## src/rtl/msi_pkg.sv

```systemverilog
package msi_pkg;
  typedef enum logic [1:0] {ST_I = 2'd0, ST_S = 2'd1, ST_M = 2'd2} line_st_e;
  typedef enum logic [2:0] {
    CMD_NONE = 3'd0, CMD_RD = 3'd1, CMD_RDX = 3'd2, CMD_INV = 3'd3, CMD_WB = 3'd4
  } bus_cmd_e;
  typedef enum logic [1:0] {OP_LOAD = 2'd0, OP_STORE = 2'd1, OP_EVICT = 2'd2} cpu_op_e;
endpackage

```

## src/rtl/msi_frame_array.sv

```systemverilog
module msi_frame_array
  import msi_pkg::*;
#(
  parameter int SETS   = 4,
  parameter int TAG_W  = 6,
  parameter int DATA_W = 16,
  localparam int IDX_W = $clog2(SETS)
) (
  input  logic              clk_i,
  input  logic              rst_ni,
  input  logic [IDX_W-1:0]  ra_idx_i,
  output line_st_e          ra_st_o,
  output logic [TAG_W-1:0]  ra_tag_o,
  output logic [DATA_W-1:0] ra_data_o,
  input  logic [IDX_W-1:0]  rb_idx_i,
  output line_st_e          rb_st_o,
  output logic [TAG_W-1:0]  rb_tag_o,
  output logic [DATA_W-1:0] rb_data_o,
  input  logic              we_i,
  input  logic [IDX_W-1:0]  w_idx_i,
  input  line_st_e          w_st_i,
  input  logic              w_full_i,
  input  logic [TAG_W-1:0]  w_tag_i,
  input  logic [DATA_W-1:0] w_data_i
);
  line_st_e          st_q   [SETS];
  logic [TAG_W-1:0]  tag_q  [SETS];
  logic [DATA_W-1:0] data_q [SETS];

  for (genvar g = 0; g < SETS; g++) begin : g_frame
    logic hit_w;
    assign hit_w = we_i && (w_idx_i == IDX_W'(g));
    always_ff @(posedge clk_i or negedge rst_ni) begin
      if (!rst_ni) begin
        st_q[g]   <= ST_I;
        tag_q[g]  <= '0;
        data_q[g] <= '0;
      end else if (hit_w) begin
        st_q[g] <= w_st_i;
        if (w_full_i) begin
          tag_q[g]  <= w_tag_i;
          data_q[g] <= w_data_i;
        end
      end
    end
  end

  assign ra_st_o   = st_q[ra_idx_i];
  assign ra_tag_o  = tag_q[ra_idx_i];
  assign ra_data_o = data_q[ra_idx_i];
  assign rb_st_o   = st_q[rb_idx_i];
  assign rb_tag_o  = tag_q[rb_idx_i];
  assign rb_data_o = data_q[rb_idx_i];
endmodule

```

## src/rtl/msi_snoop_unit.sv

```systemverilog
module msi_snoop_unit
  import msi_pkg::*;
#(
  parameter int TAG_W  = 6,
  parameter int DATA_W = 16
) (
  input  logic              snp_valid_i,
  input  bus_cmd_e          snp_cmd_i,
  input  logic [TAG_W-1:0]  snp_tag_i,
  input  line_st_e          f_st_i,
  input  logic [TAG_W-1:0]  f_tag_i,
  input  logic [DATA_W-1:0] f_data_i,
  output logic              reply_o,
  output logic [DATA_W-1:0] data_o,
  output logic              upd_o,
  output line_st_e          nst_o
);
  logic hit;
  assign hit = snp_valid_i && (f_st_i != ST_I) && (f_tag_i == snp_tag_i);

  always_comb begin
    reply_o = 1'b0;
    nst_o   = f_st_i;
    if (hit) begin
      unique case (f_st_i)
        ST_M: begin
          if (snp_cmd_i == CMD_RD) begin
            reply_o = 1'b1;
            nst_o   = ST_S;
          end else if (snp_cmd_i == CMD_RDX) begin
            reply_o = 1'b1;
            nst_o   = ST_I;
          end else if (snp_cmd_i == CMD_INV) begin
            nst_o = ST_I;  // not reachable with a single owner
          end
        end
        ST_S: begin
          if (snp_cmd_i == CMD_RDX || snp_cmd_i == CMD_INV) nst_o = ST_I;
        end
        default: ;
      endcase
    end
  end

  assign upd_o  = hit && (nst_o != f_st_i);
  assign data_o = reply_o ? f_data_i : '0;
endmodule

```

## src/rtl/msi_req_fsm.sv

```systemverilog
module msi_req_fsm
  import msi_pkg::*;
#(
  parameter int TAG_W  = 6,
  parameter int DATA_W = 16
) (
  input  logic              clk_i,
  input  logic              rst_ni,
  input  logic              req_i,
  input  cpu_op_e           op_i,
  input  logic [TAG_W-1:0]  tag_i,
  input  logic [DATA_W-1:0] wdata_i,
  input  logic              stall_i,
  input  line_st_e          f_st_i,
  input  logic [TAG_W-1:0]  f_tag_i,
  input  logic [DATA_W-1:0] f_data_i,
  input  logic              gnt_i,
  input  logic              fill_valid_i,
  input  logic [DATA_W-1:0] fill_data_i,
  output logic              done_o,
  output logic [DATA_W-1:0] rdata_o,
  output logic              bus_req_o,
  output bus_cmd_e          bus_cmd_o,
  output logic [TAG_W-1:0]  bus_tag_o,
  output logic [DATA_W-1:0] bus_wdata_o,
  output logic              we_o,
  output line_st_e          w_st_o,
  output logic              w_full_o,
  output logic [DATA_W-1:0] w_data_o
);
  typedef enum logic {PS_RUN, PS_FILL} ps_e;
  ps_e  ps_q, ps_d;
  logic fill_st_q, fill_st_d;

  logic     hit, victim_m;
  line_st_e eff;

  assign hit      = (f_st_i != ST_I) && (f_tag_i == tag_i);
  assign eff      = hit ? f_st_i : ST_I;
  assign victim_m = !hit && (f_st_i == ST_M);

  always_comb begin
    ps_d        = ps_q;
    fill_st_d   = fill_st_q;
    done_o      = 1'b0;
    rdata_o     = f_data_i;
    bus_req_o   = 1'b0;
    bus_cmd_o   = CMD_NONE;
    bus_tag_o   = tag_i;
    bus_wdata_o = '0;
    we_o        = 1'b0;
    w_st_o      = ST_I;
    w_full_o    = 1'b0;
    w_data_o    = wdata_i;

    if (ps_q == PS_FILL) begin
      if (fill_valid_i) begin
        done_o   = 1'b1;
        rdata_o  = fill_data_i;
        we_o     = 1'b1;
        w_full_o = 1'b1;
        w_st_o   = fill_st_q ? ST_M : ST_S;
        w_data_o = fill_st_q ? wdata_i : fill_data_i;
        ps_d     = PS_RUN;
      end
    end else if (req_i && !stall_i) begin
      if (victim_m && op_i != OP_EVICT) begin
        // dirty frame of another tag goes back first
        bus_req_o   = 1'b1;
        bus_cmd_o   = CMD_WB;
        bus_tag_o   = f_tag_i;
        bus_wdata_o = f_data_i;
        if (gnt_i) we_o = 1'b1;
      end else begin
        unique case (op_i)
          OP_LOAD: begin
            if (eff == ST_I) begin
              bus_req_o = 1'b1;
              bus_cmd_o = CMD_RD;
              if (gnt_i) begin
                ps_d      = PS_FILL;
                fill_st_d = 1'b0;
              end
            end else begin
              done_o = 1'b1;
            end
          end
          OP_STORE: begin
            unique case (eff)
              ST_I: begin
                bus_req_o = 1'b1;
                bus_cmd_o = CMD_RDX;
                if (gnt_i) begin
                  ps_d      = PS_FILL;
                  fill_st_d = 1'b1;
                end
              end
              ST_S: begin
                bus_req_o = 1'b1;
                bus_cmd_o = CMD_INV;
                if (gnt_i) begin
                  done_o   = 1'b1;
                  we_o     = 1'b1;
                  w_st_o   = ST_M;
                  w_full_o = 1'b1;
                end
              end
              default: begin
                done_o   = 1'b1;
                we_o     = 1'b1;
                w_st_o   = ST_M;
                w_full_o = 1'b1;
              end
            endcase
          end
          OP_EVICT: begin
            unique case (eff)
              ST_M: begin
                bus_req_o   = 1'b1;
                bus_cmd_o   = CMD_WB;
                bus_wdata_o = f_data_i;
                if (gnt_i) begin
                  done_o = 1'b1;
                  we_o   = 1'b1;
                end
              end
              ST_S: begin
                done_o = 1'b1;
                we_o   = 1'b1;
              end
              default: done_o = 1'b1;
            endcase
          end
          default: done_o = 1'b1;
        endcase
      end
    end
  end

  always_ff @(posedge clk_i or negedge rst_ni) begin
    if (!rst_ni) begin
      ps_q      <= PS_RUN;
      fill_st_q <= 1'b0;
    end else begin
      ps_q      <= ps_d;
      fill_st_q <= fill_st_d;
    end
  end
endmodule

```

## src/rtl/msi_line_ctrl.sv

```systemverilog
module msi_line_ctrl
  import msi_pkg::*;
#(
  parameter int ADDR_W = 8,
  parameter int DATA_W = 16,
  parameter int SETS   = 4,
  localparam int IDX_W = $clog2(SETS),
  localparam int TAG_W = ADDR_W - IDX_W
) (
  input  logic              clk_i,
  input  logic              rst_ni,
  input  logic              cpu_req_i,
  input  logic [1:0]        cpu_op_i,
  input  logic [ADDR_W-1:0] cpu_addr_i,
  input  logic [DATA_W-1:0] cpu_wdata_i,
  output logic              cpu_done_o,
  output logic [DATA_W-1:0] cpu_rdata_o,
  output logic              bus_req_o,
  output logic [2:0]        bus_cmd_o,
  output logic [ADDR_W-1:0] bus_addr_o,
  output logic [DATA_W-1:0] bus_wdata_o,
  input  logic              bus_gnt_i,
  input  logic              fill_valid_i,
  input  logic [DATA_W-1:0] fill_data_i,
  input  logic              snp_valid_i,
  input  logic [2:0]        snp_cmd_i,
  input  logic [ADDR_W-1:0] snp_addr_i,
  output logic              snp_reply_o,
  output logic [DATA_W-1:0] snp_data_o,
  output logic              mem_inhibit_o
);
  logic [IDX_W-1:0]  req_idx, snp_idx;
  logic [TAG_W-1:0]  req_tag, snp_tag;
  line_st_e          pf_st, sf_st;
  logic [TAG_W-1:0]  pf_tag, sf_tag;
  logic [DATA_W-1:0] pf_data, sf_data;

  logic              snp_upd, snp_reply;
  line_st_e          snp_nst;

  logic              f_we, f_full;
  line_st_e          f_st;
  logic [DATA_W-1:0] f_wdata;
  bus_cmd_e          f_cmd;
  logic [TAG_W-1:0]  f_btag;

  logic              w_en, w_full;
  logic [IDX_W-1:0]  w_idx;
  line_st_e          w_st;

  assign req_idx = cpu_addr_i[IDX_W-1:0];
  assign req_tag = cpu_addr_i[ADDR_W-1:IDX_W];
  assign snp_idx = snp_addr_i[IDX_W-1:0];
  assign snp_tag = snp_addr_i[ADDR_W-1:IDX_W];

  msi_frame_array #(.SETS(SETS), .TAG_W(TAG_W), .DATA_W(DATA_W)) i_array (
    .clk_i     (clk_i),
    .rst_ni    (rst_ni),
    .ra_idx_i  (req_idx),
    .ra_st_o   (pf_st),
    .ra_tag_o  (pf_tag),
    .ra_data_o (pf_data),
    .rb_idx_i  (snp_idx),
    .rb_st_o   (sf_st),
    .rb_tag_o  (sf_tag),
    .rb_data_o (sf_data),
    .we_i      (w_en),
    .w_idx_i   (w_idx),
    .w_st_i    (w_st),
    .w_full_i  (w_full),
    .w_tag_i   (req_tag),
    .w_data_i  (f_wdata)
  );

  msi_snoop_unit #(.TAG_W(TAG_W), .DATA_W(DATA_W)) i_snoop (
    .snp_valid_i (snp_valid_i),
    .snp_cmd_i   (bus_cmd_e'(snp_cmd_i)),
    .snp_tag_i   (snp_tag),
    .f_st_i      (sf_st),
    .f_tag_i     (sf_tag),
    .f_data_i    (sf_data),
    .reply_o     (snp_reply),
    .data_o      (snp_data_o),
    .upd_o       (snp_upd),
    .nst_o       (snp_nst)
  );

  msi_req_fsm #(.TAG_W(TAG_W), .DATA_W(DATA_W)) i_fsm (
    .clk_i        (clk_i),
    .rst_ni       (rst_ni),
    .req_i        (cpu_req_i),
    .op_i         (cpu_op_e'(cpu_op_i)),
    .tag_i        (req_tag),
    .wdata_i      (cpu_wdata_i),
    .stall_i      (snp_valid_i),
    .f_st_i       (pf_st),
    .f_tag_i      (pf_tag),
    .f_data_i     (pf_data),
    .gnt_i        (bus_gnt_i),
    .fill_valid_i (fill_valid_i),
    .fill_data_i  (fill_data_i),
    .done_o       (cpu_done_o),
    .rdata_o      (cpu_rdata_o),
    .bus_req_o    (bus_req_o),
    .bus_cmd_o    (f_cmd),
    .bus_tag_o    (f_btag),
    .bus_wdata_o  (bus_wdata_o),
    .we_o         (f_we),
    .w_st_o       (f_st),
    .w_full_o     (f_full),
    .w_data_o     (f_wdata)
  );

  // snoop updates win; the request side is stalled during a snoop
  assign w_en   = snp_upd || f_we;
  assign w_idx  = snp_upd ? snp_idx : req_idx;
  assign w_st   = snp_upd ? snp_nst : f_st;
  assign w_full = !snp_upd && f_full;

  assign bus_cmd_o     = f_cmd;
  assign bus_addr_o    = {f_btag, req_idx};
  assign snp_reply_o   = snp_reply;
  assign mem_inhibit_o = snp_reply;
endmodule

```

## config.mk

```make
export PLATFORM = sky130hd
export DESIGN_NAME = msi_line_ctrl
export DESIGN_NICKNAME = d
export VERILOG_FILES = /design/src/rtl/msi_pkg.sv /design/src/rtl/msi_frame_array.sv /design/src/rtl/msi_snoop_unit.sv /design/src/rtl/msi_req_fsm.sv /design/src/rtl/msi_line_ctrl.sv
export SDC_FILE = /design/constraint.sdc
export NUM_CORES = 1
export LEC_CHECK = 0
export BUFFER_PORTS_ARGS = -buffer_cell sky130_fd_sc_hd__buf_2
export CELL_PAD_IN_SITES_DETAIL_PLACEMENT = 0
export CELL_PAD_IN_SITES_GLOBAL_PLACEMENT = 1
export CORE_UTILIZATION = 49
export CTS_CLUSTER_DIAMETER = 100
export DETAILED_ROUTE_END_ITERATION = 7
export PLACE_DENSITY = 0.94
export SETUP_SLACK_MARGIN = 0.15
export SKIP_LAST_GASP = 1
export SYNTH_ARGS = -nofsm -noshare
export SYNTH_HDL_FRONTEND = slang
export SYNTH_SLANG_ARGS = --single-unit
```

## constraint.sdc

```tcl
create_clock -name clk_i -period 7 [get_ports clk_i]
set_clock_uncertainty 0.1 [all_clocks]
set_input_delay 1.4 -clock clk_i [delete_from_list [all_inputs] [get_ports clk_i]]
set_output_delay 1.4 -clock clk_i [all_outputs]
set_load 0.01 [all_outputs]
```

; Word-level counts from Yosys, hierarchy flattened
; Cells that the tools add are included.
[classes]
magnitude_cmp = 2
n_eq_ne = 21
mux = 96
n_bitwise = 4
n_reduce_logical = 30
[ops]
columns = cell, count
row1 = two-way mux 16 bit, 15
row2 = binary-select mux 16 bit (select 2 bit), 2
row3 = two-way mux 6 bit, 7
row4 = two-way mux 2 bit, 19
row5 = two-way mux 1 bit, 35
row6 = binary-select mux 6 bit (select 2 bit), 2
row7 = == test 2 bit (second input constant), 6
row8 = == test 6 bit, 2
row9 = logical AND 1 bit, 12
row10 = two-way mux 3 bit, 4
row11 = case mux 2 bit (2 select lines), 3
row12 = case mux 3 bit (3 select lines), 1
row13 = binary-select mux 2 bit (select 2 bit), 2
row14 = == test 2 x 1 -> 1 bit (second input constant), 4
row15 = case mux 1 bit (2 select lines), 4
row16 = AND reduction 2 bit, 4
row17 = AND reduction 8 bit, 1
row18 = == test 3 x 2 -> 1 bit (second input constant), 2
row19 = greater-or-equal comparator 3 bit (second input constant), 2
row20 = zero test 2 bit, 3
row21 = inequality test 2 bit (second input constant), 3
row22 = NOT 2 -> 3 bit, 2
row23 = case mux 1 bit (3 select lines), 2
row24 = nonzero test 2 bit, 3
row25 = 7 further kinds, 13
[word_totals]
ff_bits = 98
in_bits = 59
out_inout_bits = 63
elab_cells = 167

; Logic depth before layout (Yosys ltp)
[logic_depth]
ltp_word = 16
mapped_depth = 15
depth_no_buf = 14

; Cells and area by module
; A second synthesis with hierarchy kept.
[unflattened]
hier_cells = 484
hier_area_um2 = 6247.2
[modules_own_cells]
columns = mod, n_inst, cells_per_inst, area_each_um2, seq_area_each_um2
row1 = msi_frame_array, 1, 268, 4752.1, 2402.3
row2 = msi_req_fsm, 1, 157, 1053.5, 50.0
row3 = msi_snoop_unit, 1, 50, 359.1, 0.0
row4 = msi_line_ctrl, 1, 9, 82.6, 0.0

; Worst setup path before layout
; OpenSTA, ideal clock, no wires.
[synth_path]
path_type = input to output
startpoint = input cpu_addr_i[0]
endpoint = output bus_wdata_o[0]
t_arrival_ps = 3855
required_ps = 5500
setup_slack_ps = 1645
cell_stages = 12
path_buffers = 2
path_cell_list = buf_4 -> mux4_2 -> xnor2_1 -> nand4_1 -> nor2_1 -> nand2_1 -> inv_1 -> ha_1 -> nand2_1 -> a21boi_0 -> clkbuf_1 -> and2_1
[synth_via]
elab_chain_len = 13
elab_cells_between_ends = 24
classes_between = eq/ne (3) / mux (15) / bitwise (1) / reduce/logical (5)
[synth_lines]
columns = element, line
row1 = start: declaration, msi_line_ctrl.sv:14  ; input logic [ADDR_W-1:0] cpu_addr_i,
row2 = NOT 2 -> 3 bit (not written as such) *, "msi_frame_array.sv:48, msi_frame_array.sv:49, msi_frame_array.sv:50"
row3 = binary-select mux 6 bit (select 2 bit) / binary-select mux 2 bit (select 2 bit) (equally long branches), "msi_frame_array.sv:49, msi_frame_array.sv:48"
row4 = two-way mux 6 bit (not written as such) / two-way mux 2 bit (equally long branches) (2 in a row), "msi_frame_array.sv:49, msi_frame_array.sv:48"
row5 = == test 6 bit / nonzero test 2 bit (equally long branches), msi_req_fsm.sv:38  ; assign hit = (f_st_i != ST_I) && (f_tag_i == tag_i);
row6 = logical AND 1 bit, msi_req_fsm.sv:38
row7 = two-way mux 2 bit, msi_req_fsm.sv:39  ; assign eff = hit ? f_st_i : ST_I;
row8 = == test 2 bit, msi_req_fsm.sv:117  ; unique case (eff)
row9 = two-way mux 16 bit, msi_req_fsm.sv:117
row10 = two-way mux 16 bit, msi_req_fsm.sv:75  ; unique case (op_i)
row11 = two-way mux 16 bit *, msi_req_fsm.sv:67  ; if (victim_m && op_i != OP_EVICT) begin
row12 = two-way mux 16 bit *, msi_req_fsm.sv:66  ; end else if (req_i && !stall_i) begin
row13 = two-way mux 16 bit *, msi_req_fsm.sv:56  ; if (ps_q == PS_FILL) begin
row14 = end: declaration, msi_line_ctrl.sv:21  ; output logic [DATA_W-1:0] bus_wdata_o,
; Mark *: on every way between the ends. The rest lies on a longest branch, timed or not. The select of a mux whose other input is x is not followed.

; Final worst setup path
[layout_path]
startpoint = input cpu_addr_i[0]
endpoint = output cpu_done_o
[layout_via]
elab_chain_len = 13
elab_cells_between_ends = 25
classes_between = eq/ne (4) / mux (14) / bitwise (1) / reduce/logical (6)
[layout_lines]
columns = element, line
row1 = NOT 2 -> 3 bit (not written as such) *, "msi_frame_array.sv:48, msi_frame_array.sv:49"
row2 = binary-select mux 6 bit (select 2 bit) / binary-select mux 2 bit (select 2 bit) (equally long branches), "msi_frame_array.sv:49, msi_frame_array.sv:48"
row3 = two-way mux 6 bit (not written as such) / two-way mux 2 bit (equally long branches) (2 in a row), "msi_frame_array.sv:49, msi_frame_array.sv:48"
row4 = == test 6 bit / nonzero test 2 bit (equally long branches), msi_req_fsm.sv:38
row5 = logical AND 1 bit, msi_req_fsm.sv:38
row6 = two-way mux 2 bit, msi_req_fsm.sv:39
row7 = == test 2 x 1 -> 1 bit (tied with other cells), msi_req_fsm.sv:89  ; unique case (eff)
row8 = case mux 1 bit (2 select lines) (tied with other cells), msi_req_fsm.sv:89
row9 = case mux 1 bit (3 select lines), msi_req_fsm.sv:75
row10 = two-way mux 1 bit *, msi_req_fsm.sv:67
row11 = two-way mux 1 bit *, msi_req_fsm.sv:66
row12 = two-way mux 1 bit *, msi_req_fsm.sv:56
row13 = end: declaration, msi_line_ctrl.sv:16  ; output logic cpu_done_o,
; Marked as above.

==> metrics.md <==
| Metric | Value |
|---|---|
| Post-DP HPWL | 11300 um |
| RSZ-0062 raised after global routing | false |
| Clock root buffer | clkbuf_16 |
| Vertical extent of the die | 119 um |
| Post-Synthesis Cell Area | 6680 um^2 |
| Final setup violation count | 0 |
| Delay of the slowest cell on the worst path | 0.59 ns |
| Area growth syn-to-layout | 15.1% |
| Proportion of register bits with asynchronous set or reset after synthesis | 100% |
| Path category of the worst min-delay check | reg2reg |
| Final period util | 84.5% |
| Final std cells w/o fill | 800 |
| Antenna violations before repair | 0 |
| Ordered cell list for the critical path | buf_2, mux4_2, xnor2_1, nand4_1, nor2_1, nand2_1, ha_1, nand2_1, o21ai_0, and2_1, a2111oi_0, o21ai_0, buf_2 |
| Final WL | 16500 um |
| Number of max-slew violations in the final report | 0 |
| Max-cap viol count | 0 |
| Source of the worst hold timing path | i_array.data_q[5] |
| Post-Syn Nets | 580 |
| Cells after Synth | 510 |
| Reg-to-Reg End | i_array.tag_q[23] |
| Share of layout cells above drive strength 1 | 50.5% |
| Static Leak | 3.87 nW |
| Peak supply drop | 145 uV |
| Commonest cells after routing, fill and taps aside | buf_2 (120), dfrtp_1 (98), mux2_4 (80), nand2_1 (62), mux4_2 (44) |
| Iteration count of the initial detailed-routing pass | 5 |
| CTS tree | yes |
| Global routing usage summed across all routing layers | 24.5% |
| Filler cells | 1039 |
| Worst-Skew Late Latency | 0.35 ns |
| Initial Utilization | 50.3% |
| Count of cells along the worst register-to-register path | 12 |
| Met1 layer usage reported by global route | 31.8% |
| DR vias | 4624 |
| Top Usage Layer GRT | met2 |
| Total CTS buffers | 9 |
| Kind of start point of the critical path | primary input |
| Register bit total from synthesis | 98 |
| First-pass GRT wire length | 26600 um |
| Final-layout worst hold slack | 0.428 ns |
| Required @ worst endpoint | 5.50 ns |
| Maximum number of buffers from clock root to sink | 2 |
| Drt first-iter violations | 282 |
| Sum of negative setup slack | 0 ns |
| Measured slew at the worst slew-check pin | 1.15 ns |
| Placed Cells | 784 |
| Port-buffer cells | 121 |
| EDFF count, synth | 0 |
| Hold Vio Cnt, Final | 0 |
| Finished Core Util | 57.8% |
| Hold EP | i_array.data_q[5] |
| Floorplan core area | 13300 um^2 |
| Cells on Worst Hold Path | 1 |
| Most common cell after layout, fill and taps aside | buf_2 |
| Power per Cell Area | 253 nW/um^2 |
| CP Class | in2out |
| Predominant post-synthesis flop cell | dfrtp_1 |
| Beginning of the worst register-to-register path | i_array.tag_q[5] |
| Setup slack, reg-to-reg | 2.84 ns |
| Sequential area share after synthesis | 36.7% |
| Nets | 689 |
| Kind of cell adding the most delay to the critical path | simple AND/OR/NAND/NOR gates |
| Bufs and invs on worst path | 2 |
| Final weighted congestion in routability-driven placement | 0.883 |
| Htree depth | 3 |
| Met2 GRT Util | 41.6% |
| Area of the die | 14100 um^2 |
| Maximum clock frequency | 0.169 GHz |
| Fin crit period | 5.91 ns |
| Clock edge transition at the registers on the reported setup and hold paths | 0.06 ns |
| CTS-repair resized insts | 0 |
| Number of vias per cell after detailed routing | 5.78 |
| Core Rows | 42 |
| CP max-delay cell | mux4_2 |
| Hold_buf cts | 0 |
| Synthesized area per cell | 13.1 um^2 |
| Placed cell area | 7380 um^2 |
| ANT nets after route | 0 |
| Number of clock sinks | 98 |
| Outcome | completed |
| Number of setup buffers added after CTS | 0 |
| Largest fanout on the critical path | 11 |
| Die W | 119 um |
| Unique cell type count in the Yosys netlist | 49 |
| Yosys synthesis warning count | 0 |
| GRT overflow | 0 |
| Met3 Track Usage GR | 3.43% |
| Drt drc | 0 |
| Number of top-level pins | 122 |
| Critical path endpoint category | output port |
| Average routed wire per standard cell | 20.7 um |
| Vias in the first global route | 4921 |
| Slew margin rel. | 22.8% |
| Post-route cell area | 7690 um^2 |
| Antenna cells | 0 |
| Largest net degree at the start of global routing | 83 |
| Signal arrival time at the worst endpoint | 4.41 ns |
[synthesized netlist by cell type, types with 2 or more instances]
cell / count / area, um^2
nand2_1: 62 / 233
mux2i_1: 14 / 140
a31oi_1: 2 / 12.5
nor2_1: 5 / 18.8
xor2_1: 9 / 78.8
mux2_2: 35 / 394
nand3_1: 2 / 10.0
o21ai_2: 5 / 43.8
inv_1: 14 / 52.6
ha_1: 11 / 138
and2_1: 20 / 125
nor2b_1: 21 / 131
buf_12: 2 / 40.0
nand2b_1: 4 / 25.0
buf_4: 4 / 30.0
a21oi_1: 6 / 30.0
buf_1: 2 / 7.51
o21ai_0: 4 / 20.0
mux4_2: 44 / 991
xnor2_1: 8 / 70.1
clkbuf_1: 15 / 56.3
nor3b_1: 2 / 15.0
buf_6: 8 / 90.1
nand4_1: 5 / 31.3
mux2_4: 80 / 1200
a22oi_1: 3 / 22.5
o21a_1: 4 / 30.0
dfrtp_1: 98 / 2450
[report_power, final]
| part | internal, mW | switching [mW] | total, mW |
|---|---|---|---|
| logic | 0.371 | 0.227 | 0.597 |
| clock network | 0.313 | 0.209 | 0.522 |
| registers | 0.706 | 0.119 | 0.825 |
[stage by stage]
| stage | power [mW] | worst slack [ns] |
|---|---|---|
| after global placement | 1.38 | 1.16 |
| after floorplan | 1.25 | 1.64 |
| after CTS | 1.95 | 1.09 |
| after detailed placement | 1.42 | 1.12 |
| after global routing | 2.03 | 0.650 |
| final | 1.94 | 1.09 |
[worst max-delay path by stage]
stage               cells after the start             end          start  slack [ns]
floorplan                              12  bus_wdata_o[0]  cpu_addr_i[0]        1.64
global placement                       13      cpu_done_o  cpu_addr_i[0]        1.16
detailed placement                     13      cpu_done_o  cpu_addr_i[0]        1.12
CTS                                    13      cpu_done_o  cpu_addr_i[0]        1.09
global route                           13      cpu_done_o  cpu_addr_i[0]        0.65
finish                                 13      cpu_done_o  cpu_addr_i[0]        1.09
[metal layers]
metal | vias to the layer above | wire length, um
met5 | - | 0
met4 | 0 | 266
li1 | 2071 | -
met2 | 144 | 8510
met3 | 22 | 748
met1 | 2387 | 7020
[layout make-up]
class,count,area (um^2),area share [%]
clock buffers,11,233,3.03
clock inverters,5,78.8,1.02
inverters,14,52.6,0.683
multi-input cells,366,3980,51.7
flip-flops and latches,98,2450,31.9
well taps,176,220,2.86
repair buffers,130,676,8.78
[cell families (layout without fill, tap and decap cells)]
group / after synthesis / in the layout / synth area share [%]
flops: 98 / 98 / 36.7
xor+xnor: 17 / 17 / 2.23
simple gates: 128 / 128 / 9.66
buf+inv: 46 / 160 / 4.21
compound gates: 37 / 37 / 4.34
fa+ha+maj: 11 / 11 / 2.06
mux: 173 / 173 / 40.8
[flip-flops by register name (all words and copies together) (netlist names)]
| signal | flops |
|---|---|
| i_array.data_q | 64 |
| i_array.tag_q | 24 |
| i_fsm.ps_q | 1 |
| i_fsm.fill_st_q | 1 |
| i_array.st_q | 8 |
[worst register-to-register path, cell delays in order, from the launching register on]
cell	delay, ns
dfrtp_1	0.41
mux4_2	0.51
xnor2_1	0.15
nand4_1	0.26
nor2_1	0.31
nand2_1	0.16
ha_1	0.24
nand2_1	0.06
o21ai_0	0.07
and2_1	0.20
and4_4	0.25
o21ai_4	0.89
mux2_2	0.43
Note: power is estimated with default switching activity, not from simulation.
